### config.mk
export PLATFORM = sky130hd
export DESIGN_NAME = atten_ctrl
export DESIGN_NICKNAME = d
export VERILOG_FILES = /design/src/rtl/atten_pkg.sv /design/src/rtl/atten_sync.sv /design/src/rtl/atten_shreg.sv /design/src/rtl/atten_pwrup.sv /design/src/rtl/atten_state.sv /design/src/rtl/atten_ctrl.sv
export SDC_FILE = /design/constraint.sdc
export NUM_CORES = 1
export LEC_CHECK = 0
export ABC_AREA = 1
export BUFFER_PORTS_ARGS = -buffer_cell sky130_fd_sc_hd__buf_2
export CELL_PAD_IN_SITES_DETAIL_PLACEMENT = 1
export CELL_PAD_IN_SITES_GLOBAL_PLACEMENT = 2
export CORE_ASPECT_RATIO = 1.75
export CORE_MARGIN = 3
export CORE_UTILIZATION = 32
export DETAILED_ROUTE_END_ITERATION = 8
export GPL_TIMING_DRIVEN = 0
export MAX_ROUTING_LAYER = met4
export PLACE_DENSITY_LB_ADDON = 0.1
export SLEW_MARGIN = 5
export SYNTH_ARGS = -nofsm -noshare
export SYNTH_HDL_FRONTEND = slang
export SYNTH_HIERARCHICAL = 1
export SYNTH_SLANG_ARGS = --single-unit
### constraint.sdc
create_clock -name clk -period 1.48 [get_ports clk]
set_clock_uncertainty 0.15 [all_clocks]
set_input_delay 0.074 -clock clk [delete_from_list [all_inputs] [get_ports clk]]
set_output_delay 0.074 -clock clk [all_outputs]
set_load 0.01 [all_outputs]
### src/rtl/atten_pkg.sv
// Package: shared widths, constants and types for the attenuator control block.
// Assumes a 7-bit attenuation word and an 8-bit serial frame whose top bit is unused.
package atten_pkg;
    localparam int ATT_W  = 7;
    localparam int SR_W   = ATT_W + 1;
    localparam logic [ATT_W-1:0] ATT_MAX = {ATT_W{1'b1}};

    typedef logic [ATT_W-1:0] att_word_t;
    typedef logic [SR_W-1:0]  ser_word_t;
endpackage

### src/rtl/atten_sync.sv
// Module: multi-bit level synchroniser built from a chain of flops per bit.
// Assumes each bit is independent; it does not keep a multi-bit word coherent.
module atten_sync #(
    parameter int W      = 1,
    parameter int STAGES = 2
) (
    input  logic         clk,
    input  logic         rst_n,
    input  logic [W-1:0] d_async,
    output logic [W-1:0] q_sync
);
    logic [W-1:0] stg [STAGES];

    // First stage samples the asynchronous input.
    always_ff @(posedge clk) begin
        if (!rst_n) stg[0] <= '0;
        else        stg[0] <= d_async;
    end

    genvar gi;
    generate
        for (gi = 1; gi < STAGES; gi++) begin : g_stage
            // Each later stage resamples the one before it.
            always_ff @(posedge clk) begin
                if (!rst_n) stg[gi] <= '0;
                else        stg[gi] <= stg[gi-1];
            end
        end
    endgenerate

    assign q_sync = stg[STAGES-1];
endmodule

### src/rtl/atten_shreg.sv
// Module: serial-in, parallel-out shift register advanced on a detected shift-clock rise.
// Assumes sclk_s and sdata_s come from synchronisers of equal depth.
module atten_shreg
    import atten_pkg::*;
(
    input  logic      clk,
    input  logic      rst_n,
    input  logic      sclk_s,
    input  logic      sdata_s,
    output ser_word_t word_q
);
    logic sclk_d;
    logic shift_rise;

    // Remember the previous shift-clock level for edge detection.
    always_ff @(posedge clk) begin
        if (!rst_n) sclk_d <= 1'b0;
        else        sclk_d <= sclk_s;
    end

    assign shift_rise = sclk_s & ~sclk_d;

    // Shift toward bit 0 so the first bit in ends up at bit 0 after a full frame.
    always_ff @(posedge clk) begin
        if (!rst_n)          word_q <= '0;
        else if (shift_rise) word_q <= {sdata_s, word_q[SR_W-1:1]};
    end
endmodule

### src/rtl/atten_pwrup.sv
// Module: power-up delay counter that raises a sticky done flag.
// Assumes DLY_CYC is at least 1; the counter saturates once done.
module atten_pwrup #(
    parameter int DLY_CYC = 16
) (
    input  logic clk,
    input  logic rst_n,
    output logic done_q
);
    localparam int CW = $clog2(DLY_CYC + 1);
    localparam logic [CW-1:0] LAST = CW'(DLY_CYC);

    logic [CW-1:0] cnt_q;

    // Count system cycles since reset, stopping at the delay limit.
    always_ff @(posedge clk) begin
        if (!rst_n)             cnt_q <= '0;
        else if (cnt_q != LAST) cnt_q <= cnt_q + 1'b1;
    end

    // Raise done once the limit is reached, and hold it until reset.
    always_ff @(posedge clk) begin
        if (!rst_n)             done_q <= 1'b0;
        else if (cnt_q == LAST) done_q <= 1'b1;
    end
endmodule

### src/rtl/atten_state.sv
// Module: attenuation state register, transparent to the selected source while the latch is open.
// Assumes all inputs are already synchronous to clk.
module atten_state
    import atten_pkg::*;
(
    input  logic      clk,
    input  logic      rst_n,
    input  logic      ready,
    input  logic      le_s,
    input  logic      mode_s,
    input  att_word_t ser_word,
    input  att_word_t par_word,
    output att_word_t state_q
);
    att_word_t src;

    // Pick the load source from the mode select.
    always_comb begin
        src = mode_s ? ser_word : par_word;
    end

    // Hold maximum attenuation until ready, then follow the source while the latch is open.
    always_ff @(posedge clk) begin
        if (!rst_n)              state_q <= ATT_MAX;
        else if (ready && le_s)  state_q <= src;
    end
endmodule

### src/rtl/atten_ctrl.sv
// Module: top of the step attenuator control interface.
// Synchronises the asynchronous controls, shifts serial data, times power-up and drives the state.
// Assumes the system clock is several times faster than the shift clock.
module atten_ctrl
    import atten_pkg::*;
#(
    parameter int PWR_DLY_CYC = 16,
    parameter int SYNC_STAGES = 2
) (
    input  logic             clk,
    input  logic             rst_n,
    input  logic             ser_mode,
    input  logic             ser_data,
    input  logic             ser_clk,
    input  logic             latch_en,
    input  logic [ATT_W-1:0] par_in,
    output logic [ATT_W-1:0] att_state,
    output logic             pwr_done
);
    logic [3:0] ctl_s;
    logic       sclk_s, sdata_s, le_s, mode_s;
    att_word_t  par_s;
    ser_word_t  sreg_q;

    atten_sync #(.W(4), .STAGES(SYNC_STAGES)) u_sync_ctl (
        .clk     (clk),
        .rst_n   (rst_n),
        .d_async ({ser_mode, latch_en, ser_data, ser_clk}),
        .q_sync  (ctl_s)
    );

    assign sclk_s  = ctl_s[0];
    assign sdata_s = ctl_s[1];
    assign le_s    = ctl_s[2];
    assign mode_s  = ctl_s[3];

    atten_sync #(.W(ATT_W), .STAGES(SYNC_STAGES)) u_sync_par (
        .clk     (clk),
        .rst_n   (rst_n),
        .d_async (par_in),
        .q_sync  (par_s)
    );

    atten_shreg u_shreg (
        .clk     (clk),
        .rst_n   (rst_n),
        .sclk_s  (sclk_s),
        .sdata_s (sdata_s),
        .word_q  (sreg_q)
    );

    atten_pwrup #(.DLY_CYC(PWR_DLY_CYC)) u_pwrup (
        .clk    (clk),
        .rst_n  (rst_n),
        .done_q (pwr_done)
    );

    atten_state u_state (
        .clk      (clk),
        .rst_n    (rst_n),
        .ready    (pwr_done),
        .le_s     (le_s),
        .mode_s   (mode_s),
        .ser_word (sreg_q[ATT_W-1:0]),
        .par_word (par_s),
        .state_q  (att_state)
    );
endmodule

==> reports/summary.md, run 1 <==
The flow ran to the end, and the final reports show no timing, DRC or antenna violations. The number of warnings reported in the yosys synthesis log is 6, and the data arrival at the endpoint of the critical path is 1.51 ns. Post-CTS repair changed the size of 0 cells. In this run the static leakage power is 1.05 nW.

The final route contains 1372 vias. The final-report hold violation count was 0; the initial standard-cell utilization of the core was 0.333. Setup total negative slack on the finished layout was measured at 0 ns. The post-route clock period utilization is 0.950, and the count of flip-flops with a built-in enable after synthesis is 0.

Among all flip-flop cells after synthesis, the most frequent one is sky130_fd_sc_hd__dfxtp_1. The horizontal die dimension was 60.7 um; the number of nets with antenna violations after routing was 0. Synthesis instantiated 18 different standard cells from the library.

In this run the clock root is driven by a sky130_fd_sc_hd__clkbuf_8. The slowest stage of the critical path is the sky130_fd_sc_hd__dlygate4sd3_1 cell. Counting along the longest clock path gives a buffer depth of 2. The worst relative slew slack was 0.821; the shortest period the worst path allows was 1.41 ns.

The count of max-cap constraint violations is 0, and the detailed-routing iteration count for the pre-antenna-repair pass is 4. Detailed placement ended at an HPWL of 2350 um. TritonCTS built the clock tree. The share of the synthesized area in the top cell type came out at 0.526. The die height was 102 um. Synthesis produced a netlist whose cell count is 223.

For the pin with the worst max-slew slack, the measured transition is 0.268 ns. The area growth from synthesis to final layout works out to 24.4%. The power per unit of standard cell area is 1130 nW/um2.

OpenSTA, run right after detailed placement, puts the worst setup slack at 0.252 ns. Area of the core: 5020 um2. sky130_fd_sc_hd__dfxtp_1 takes more of the synthesized area than any other cell. The floorplan has 34 rows.

The combined buffer and inverter count along the critical path came out at 4. Setup violations remaining at the end of the flow were counted as 0. In the post-synthesis netlist, the cell with the most instances is sky130_fd_sc_hd__nand2_1. After global routing the overflow that remains totals 0. The worst-case IR drop observed on VDD is 0.000458 V. Element type at the critical path start: an input pin. The fmax came out at 711 MHz. The number of nets produced by synthesis came out at 238. After synthesis the netlist holds a flip-flop and latch count of 44. The min-delay analysis places its worst path in the category reg2reg. The tools report the pin count of the biggest net entering global routing as 15.

CTS saw 44 sinks. In the final layout, the multi-input gates occupy 526 um2. The tools report the first-pass GRT wire length as 5910 um. The share of synthesized flip-flops with an asynchronous set or reset came out at 0.

The worst setup path is captured at a register. The per-cell routed wire length is 10.6 um, and the floorplan die area is 6170 um2. The logs give 0 for the number of antenna violations at the first check in global routing and 881 um2 for the area taken by flip-flops and latches.

The summed instance area of the synthesized netlist was 1670 um2. Largest fanout on the critical path: 12. The tools report the final-report max-slew violation count as 0. The via count of the first global-routing pass was 1346; the total routed wirelength was 3380 um. The mean area per synthesized cell was 7.51 um2. In the routed layout, each cell is associated on average with a via count of 4.31.

Antenna diode count: 0. Clock-pin slew was measured on the worst setup and hold paths at 0.08 ns. The tools report the total track usage as 0.133. The kind of critical path was in2reg. In this run, the number of DRC markers left after iteration 0 of detailed routing was 17. The fraction of layout instances using a drive strength above 1 is 0.170, and the total clock buffers created by CTS is 5. The logs give 636 for the total of fill cells in the finished design and 0.526 for the share of synthesized area occupied by flip-flops and latches. The cell that appears most often on the critical path is sky130_fd_sc_hd__dlygate4sd3_1. In the synthesized netlist, the cells that appear most often are sky130_fd_sc_hd__nand2_1 (58), sky130_fd_sc_hd__inv_1 (49), sky130_fd_sc_hd__dfxtp_1 (44). At the end of routability-driven placement, the weighted congestion stood at 0.709. The final worst setup slack is 0.0733 ns.

Overall power consumption after layout is estimated at 2.35 mW. The count of buffers inserted at the top-level ports works out to 20. By area the synthesized netlist is led by sky130_fd_sc_hd__dfxtp_1 (53%), sky130_fd_sc_hd__nand2_1 (13%), sky130_fd_sc_hd__inv_1 (11%). The tools report the net total in the final layout as 278.

Clock latency on the worst-skew pair, taken at its later pin, is 0.30 ns. The run gives 21 as the number of ports placed on the die boundary. The number of H-tree branching levels is 2. For this run, design rule violations remaining after detail routing come to 0. The worst stage delay on the critical path works out to 0.55 ns. STA puts the critical path data required time at 1.58 ns. Setup repair after global routing left no endpoint under its margin. In this design, the largest share of critical-path delay is due to buffers and inverters. Traced cell by cell, the critical path runs through dlygate4sd3_1 -> buf_2 -> nand2_1 -> dlygate4sd3_1 -> inv_1.
[worst register-to-register path: cells and delay by family, from the launching register on]
| kind | cells | cell delay (ns) |
|---|---|---|
| fa+ha+maj | 1 | 0.19 |
| compound gates | 1 | 0.13 |
| buf+inv | 2 | 0.16 |
| simple gates | 2 | 0.11 |
| flops | 1 | 0.38 |
[report_power, final]
part,switching [mW],internal [mW]
logic,0.0905,0.0844
registers,0.0263,1.23
clock network,0.417,0.499
total,0.534,1.81
[state kept, by name (all words and copies together), names as in the netlist]
register / cells
u_pwrup/cnt_q: 5
u_pwrup/done_q: 1
u_shreg/sclk_d: 1
u_shreg/word_q: 8
u_state/state_q: 7
u_sync_ctl/stg: 8
u_sync_par/stg: 14
[kinds of logic after synthesis]
| kind of cell | after synthesis | synth area share |
|---|---|---|
| AND/OR/NAND/NOR | 102 | 0.258 |
| adder cells (fa/ha/maj) | 2 | 0.0149 |
| buffers and inverters | 62 | 0.160 |
| XOR/XNOR | 1 | 0.00523 |
| AO/OA/AOI/OAI | 12 | 0.0359 |
| flip-flops | 44 | 0.526 |
[stage by stage]
stage	utilization	instance area, um2	hold slack, ns	std cells
after CTS	0.415	2080	0.269	318
final	0.415	2080	0.262	318
after global placement	0.367	1840	0.105	297
after detailed placement	0.367	1840	0.111	297
after global routing	0.415	2080	0.285	318
after floorplan	-	1670	0.0175	223
[final timing paths]
| check | startpoint | endpoint | slack, ns | depth (start not counted) |
|---|---|---|---|---|
| setup reg to reg | u_pwrup/cnt_q[0]$_SDFFE_PN0P_ | u_pwrup/cnt_q[0]$_SDFFE_PN0P_ | 0.26 | 6 |
| setup / recovery | rst_n | u_sync_par/stg[0][6]$_SDFF_PN0_ | 0.07 | 5 |
| hold / removal | u_sync_par/stg[0][5]$_SDFF_PN0_ | u_sync_par/stg[1][5]$_SDFF_PN0_ | 0.26 | 2 |
| hold reg to reg | u_sync_par/stg[0][5]$_SDFF_PN0_ | u_sync_par/stg[1][5]$_SDFF_PN0_ | 0.26 | 2 |
[per-layer routing]
metal	vias to the layer above	GRT usage	wire, um
met3	7	0.0268	75
met4	0	0.0651	71
li1	730	-	-
met2	18	0.226	1800
met5	-	-	0
met1	617	0.142	1430
[area by class of cell]
class	count	share of cell area
Tap cell	54	0.0324
Clock inverter	3	0.0204
Buffer	5	0.0210
Multi-Input combinational cell	117	0.252
Timing Repair Buffer	33	0.111
Clock buffer	5	0.0330
Inverter	57	0.108
Sequential cell	44	0.423
[what timing repair did]
action | in CTS | in global routing
hold endpoints to repair | 17 | 0
buffers inserted | 0 | 0
hold buffers | 13 | 0
[placed cells by master, fill, tap and decap left out]
master,netlist,final
sky130_fd_sc_hd__nor2_1,19,19
sky130_fd_sc_hd__inv_6,1,1
sky130_fd_sc_hd__nand3_1,19,19
sky130_fd_sc_hd__inv_2,6,6
sky130_fd_sc_hd__xnor2_1,1,1
sky130_fd_sc_hd__nand2_1,58,58
sky130_fd_sc_hd__clkinv_4,1,1
sky130_fd_sc_hd__nand2_4,1,1
sky130_fd_sc_hd__nand4_1,2,2
sky130_fd_sc_hd__dfxtp_1,44,44
sky130_fd_sc_hd__buf_2,2,22
sky130_fd_sc_hd__nand2_2,1,1
sky130_fd_sc_hd__a21oi_1,12,12
sky130_fd_sc_hd__bufinv_16,0,1
sky130_fd_sc_hd__nor2_2,1,1
sky130_fd_sc_hd__clkbuf_8,0,5
sky130_fd_sc_hd__buf_6,3,3
sky130_fd_sc_hd__nor2_4,1,1
sky130_fd_sc_hd__dlygate4sd3_1,0,13
sky130_fd_sc_hd__ha_1,2,2
sky130_fd_sc_hd__clkinvlp_4,0,1
sky130_fd_sc_hd__inv_1,49,49
sky130_fd_sc_hd__clkinv_2,0,1
Power figures use the tool's default switching activity.
==> inputs of run 2 (changes only) <==
--- a/config.mk
+++ b/config.mk
@@ -10,7 +10,7 @@
 export CELL_PAD_IN_SITES_DETAIL_PLACEMENT = 1
 export CELL_PAD_IN_SITES_GLOBAL_PLACEMENT = 2
 export CORE_ASPECT_RATIO = 1.75
-export CORE_MARGIN = 3
+export CORE_MARGIN = 2
 export CORE_UTILIZATION = 32
 export DETAILED_ROUTE_END_ITERATION = 8
 export GPL_TIMING_DRIVEN = 0
@@ -19,5 +19,4 @@
 export SLEW_MARGIN = 5
 export SYNTH_ARGS = -nofsm -noshare
 export SYNTH_HDL_FRONTEND = slang
-export SYNTH_HIERARCHICAL = 1
 export SYNTH_SLANG_ARGS = --single-unit
==> run 2 against run 1 <==
Net effect:
- clock-buffer cell count unchanged
- global-route usage grew 0.12 points
- wire length shrank 6.0%
- combinational power is 14% lower
- setup slack better by 0.10 ns
- synthesized area fell by 7.8%
- critical path depth grew 1
- via count fell by 10%
- die area fell by 12%
- clock power shrank 1%
- cell area is 7.1% lower
- sequential cell count stayed put
- largest cell class unchanged
- largest power group unchanged
- highest routed layer unchanged
==> reports/summary.md, run 2 <==
The class of the worst hold path was reg2reg (unchanged). Area growth from synthesis to final layout: 25.4% (was 24.4%). The worst hold path cell count was 2 (unchanged). The final-report max-slew violation count is 0 (unchanged), and the count of buffers inserted at the top-level ports is 19 (was 20). For the cell internal power dissipation, the log shows 1.80 mW (was 1.81 mW). The total clock buffers created by CTS was 5 (unchanged); the net total in the final layout was 244 (was 278). The total track usage is 0.134 (was 0.133), and the placed wire-length estimate after detailed placement is 2410 um (was 2350 um). The root cell of the clock tree is sky130_fd_sc_hd__clkbuf_8 (unchanged).

The fraction of layout instances using a drive strength above 1 is 0.174 (was 0.170), and the static leakage is 0.933 nW (was 1.05 nW). The kind of end point of the critical path is a register (unchanged). The relative contribution of sequential cells to total power came out at 0.543 (was 0.535). The clock network fraction of total power came out at 0.392 (was 0.390). The origin of the worst min-delay path is u_sync_par.stg[0][5]$_SDFF_PN0_ (was u_sync_par/stg[0][5]$_SDFF_PN0_).

The number of H-tree branching levels is 2 (unchanged). The combined buffer and inverter count along the critical path is 2 (was 4). The die height is 95.9 um (was 102 um), and the share of synthesized flip-flops with an asynchronous set or reset is 0 (unchanged). The tools report the area of the core as 4670 um2 (was 5020 um2). The tools report the total of fill cells in the finished design as 581 (was 636). The pin count of the biggest net entering global routing is 15 (unchanged). The run gives 0.331 (was 0.333) as the initial standard-cell utilization of the core. The detailed-route vias per instance works out to 4.38 (was 4.31).

The count of flip-flops with a built-in enable after synthesis was 0 (unchanged); the power per unit of standard cell area was 1190 nW/um2 (was 1130 nW/um2). The run gives 0 (unchanged) as the final-report hold violation count. Gate family responsible for the most delay along the worst path: flip-flops (was buffers and inverters). Switching portion of total power: 0.221 (was 0.228).

Register with the most flip-flops: u_sync_par.stg (was u_sync_par/stg). The worst stage delay on the critical path came out at 0.39 ns (was 0.55 ns). The final setup violation count was 0 (unchanged); the fraction of power consumed by combinational cells was 0.065 (was 0.075). The commonest non-fill, non-tap cell in the layout is sky130_fd_sc_hd__dfxtp_1 (was sky130_fd_sc_hd__nand2_1).

The total setup buffers inserted after CTS came out at 0 (unchanged). The total negative slack for setup checks came out at 0 ns (unchanged). The count of vias placed by the detailed router came out at 1234 (was 1372).

The logs give 17 (was 18) for the number of unique standard cell types used by synthesis and 3 (was 4) for the detailed-routing iteration count for the pre-antenna-repair pass. Crit path cell chain: inv_1 -> ha_1 -> nand2_1 -> inv_1 -> a21oi_1 -> nor2_1 (was dlygate4sd3_1 -> buf_2 -> nand2_1 -> dlygate4sd3_1 -> inv_1). The run gives 2.31 mW (was 2.35 mW) as the total chip power. The tools report the number of antenna violations at the first check in global routing as 0 (unchanged). For the count of clock tree sinks, the log shows 44 (unchanged). The cell type with the largest total area after synthesis is sky130_fd_sc_hd__dfxtp_1 (unchanged). The run gives 3180 um (was 3380 um) as the total routed wirelength. The mean area per synthesized cell is 8.08 um2 (was 7.51 um2), and the number of DRC violations after detailed-routing iteration 0 is 16 (was 17). The tools report the antenna diode count as 0 (unchanged). The endpoint of the worst-slack reg-to-reg timing path was u_pwrup.cnt_q[0]$_SDFFE_PN0P_ (was u_pwrup/cnt_q[0]$_SDFFE_PN0P_). The flow ran to the end, and the final reports show no timing, DRC or antenna violations. End of the worst hold path: u_sync_par.stg[1][5]$_SDFF_PN0_ (was u_sync_par/stg[1][5]$_SDFF_PN0_). Setup repair after global routing left no endpoint under its margin. The tools report the remaining global-route overflow as 0 (unchanged). Number of storage elements in the synthesis netlist: 44 (unchanged).

Kind of critical path: reg2reg (was in2reg). Top cells by instance count after synthesis: sky130_fd_sc_hd__dfxtp_1 (44), sky130_fd_sc_hd__nand2_1 (43), sky130_fd_sc_hd__inv_1 (37) (was sky130_fd_sc_hd__nand2_1 (58), sky130_fd_sc_hd__inv_1 (49), sky130_fd_sc_hd__dfxtp_1 (44)). The number of nets with antenna violations after routing came out at 0 (unchanged). Commonest cells after routing, fill and taps aside: sky130_fd_sc_hd__dfxtp_1 (44), sky130_fd_sc_hd__nand2_1 (43), sky130_fd_sc_hd__inv_1 (37) (was sky130_fd_sc_hd__nand2_1 (58), sky130_fd_sc_hd__inv_1 (49), sky130_fd_sc_hd__dfxtp_1 (44)). TritonCTS built the clock tree. The shortest period the worst path allows was 1.30 ns (was 1.41 ns); the number of warnings reported in the yosys synthesis log was 0 (was 6). The post-route clock period utilization is 0.881 (was 0.950). Top flop regs: u_sync_par.stg x14, u_shreg.word_q x8, u_sync_ctl.stg x8 (was u_sync_par/stg x14, u_shreg/word_q x8, u_sync_ctl/stg x8). Most used cell along the critical path: sky130_fd_sc_hd__inv_1 (was sky130_fd_sc_hd__dlygate4sd3_1).

Worst-case hold slack: 0.267 ns (was 0.262 ns). The run gives 5340 um (was 5910 um) as the first-pass GRT wire length. The tools report the reg-to-reg critical path startpoint as u_pwrup.cnt_q[0]$_SDFFE_PN0P_ (was u_pwrup/cnt_q[0]$_SDFFE_PN0P_). The run gives 1.35 ns (was 1.51 ns) as the data arrival at the endpoint of the critical path.

Most common cell in the synthesized netlist: sky130_fd_sc_hd__dfxtp_1 (was sky130_fd_sc_hd__nand2_1). The run gives 0.790 (was 0.709) as the last weighted congestion value of the routability-driven placer. Share of synthesized area occupied by flip-flops and latches: 0.571 (was 0.526). The number of ports placed on the die boundary came out at 21 (unchanged). The worst relative slew slack was 0.840 (was 0.821).

The logs give 0.30 ns (about the same) for the clock latency reported for the late side of the worst-skew pair and 0.512 mW (was 0.534 mW) for the power spent charging and discharging nets. The run gives 1214 (was 1346) as the via count of the first global-routing pass. The register clock-pin slew on the reported worst setup and hold paths was 0.08 ns (about the same). For the flop-to-flop setup slack, the log shows 0.18 ns (was 0.26 ns).

The floorplan die area came out at 5420 um2 (was 6170 um2). Largest cells by area after synthesis: sky130_fd_sc_hd__dfxtp_1 (57%), sky130_fd_sc_hd__nand2_1 (10%), sky130_fd_sc_hd__inv_1 (9.0%) (was sky130_fd_sc_hd__dfxtp_1 (53%), sky130_fd_sc_hd__nand2_1 (13%), sky130_fd_sc_hd__inv_1 (11%)). The depth of the worst register-to-register path is 6 (unchanged). The actual transition at the worst max-transition pin is 0.240 ns (was 0.268 ns), and the remaining routing DRC violations is 0 (unchanged).

The fmax is 767 MHz (was 711 MHz), and the highest ir drop seen on vdd is 0.000671 V (was 0.000458 V). The tools report the row count as 33 (was 34). For the post-synthesis instance total, the log shows 191 (was 223). The share of the synthesized area in the top cell type was 0.571 (was 0.526). The largest fanout on the critical path came out at 5 (was 12). The clock tree buffer depth was 2 (unchanged); the per-cell routed wire length was 11.3 um (was 10.6 um).

The horizontal die dimension works out to 56.5 um (was 60.7 um). The number of nets produced by synthesis was 206 (was 238). The flip-flop count of the largest register, all copies and words added was 14 (unchanged). The master of the slowest instance on the critical path is sky130_fd_sc_hd__dfxtp_1 (was sky130_fd_sc_hd__dlygate4sd3_1). The tools report the count of max-cap constraint violations as 0 (unchanged). The element type at the critical path start is a register (was an input pin).

For the summed instance area of the synthesized netlist, the log shows 1540 um2 (was 1670 um2). The required time at the worst-slack endpoint came out at 1.53 ns (was 1.58 ns). Commonest register cell after synthesis: sky130_fd_sc_hd__dfxtp_1 (unchanged).
run 2: power groups by stage:
stage	registers [mW]	logic (mW)	clock network, mW
after floorplan	1.28	0.0884	0
after global routing	1.26	0.175	0.981
after detailed placement	1.28	0.129	0
final	1.26	0.150	0.907
after CTS	1.26	0.153	0.944
after global placement	1.28	0.119	0
run 2: routing by layer:
metal  vias up  part of all wire  track usage  wire length, um
met2        19              0.58        0.251             1840
met4         0             0.023       0.0714               72
li1        647                 -            -                -
met1       562              0.37        0.126             1170
met5         -                 0            -                0
met3         6             0.028       0.0282               90
run 2: kinds of logic after synthesis:
family | after synthesis | synth area share
AND/OR/NAND/NOR | 72 | 0.188
AO/OA/AOI/OAI | 27 | 0.101
adder cells (fa/ha/maj) | 2 | 0.0162
buffers and inverters | 45 | 0.118
XOR/XNOR | 1 | 0.00567
flip-flops | 44 | 0.570
run 2: stage by stage:
| stage | area [um2] | setup slack (ns) | utilization | instances |
|---|---|---|---|---|
| global route | 1940 | 0.0716 | 0.415 | 282 |
| CTS | 1940 | 0.151 | 0.415 | 282 |
| detailed placement | 1700 | 0.163 | 0.365 | 262 |
| global placement | 1700 | 0.252 | 0.365 | 262 |
| floorplan | 1540 | 0.328 | - | 191 |
| finish | 1940 | 0.176 | 0.415 | 282 |
run 2: tightest hold or removal path: stages, from the launching register on:
cell and delay [ns]:
sky130_fd_sc_hd__dfxtp_1 0.31, sky130_fd_sc_hd__nand2_1 0.04, sky130_fd_sc_hd__inv_1 0.04
run 2: cell type report:
class                   count  area [um2]  area share
clock inverters             3        42.5      0.0220
flip-flops and latches     44         881       0.455
repair buffers             31         215       0.111
inverters                  40         150      0.0776
clock buffers               5        68.8      0.0356
plain buffers               5        32.5      0.0168
multi-input cells         102         480       0.248
well taps                  52        65.1      0.0336
run 2: worst max path at each step:
| stage | to | cells past startpoint | start |
|---|---|---|---|
| after floorplan | u_pwrup.cnt_q[0]$_SDFFE_PN0P_ | 6 | u_pwrup.cnt_q[0]$_SDFFE_PN0P_ |
| after global placement | u_pwrup.cnt_q[2]$_SDFFE_PN0P_ | 7 | u_pwrup.cnt_q[0]$_SDFFE_PN0P_ |
| after detailed placement | u_pwrup.cnt_q[0]$_SDFFE_PN0P_ | 6 | u_pwrup.cnt_q[0]$_SDFFE_PN0P_ |
| after CTS | u_pwrup.cnt_q[0]$_SDFFE_PN0P_ | 6 | u_pwrup.cnt_q[0]$_SDFFE_PN0P_ |
| after global routing | u_pwrup.cnt_q[0]$_SDFFE_PN0P_ | 6 | u_pwrup.cnt_q[0]$_SDFFE_PN0P_ |
| final | u_pwrup.cnt_q[0]$_SDFFE_PN0P_ | 6 | u_pwrup.cnt_q[0]$_SDFFE_PN0P_ |
run 2: what timing repair did:
action,CTS,global route
hold buffers,12,0
resized for setup,0,0
hold endpoints to repair,17,0
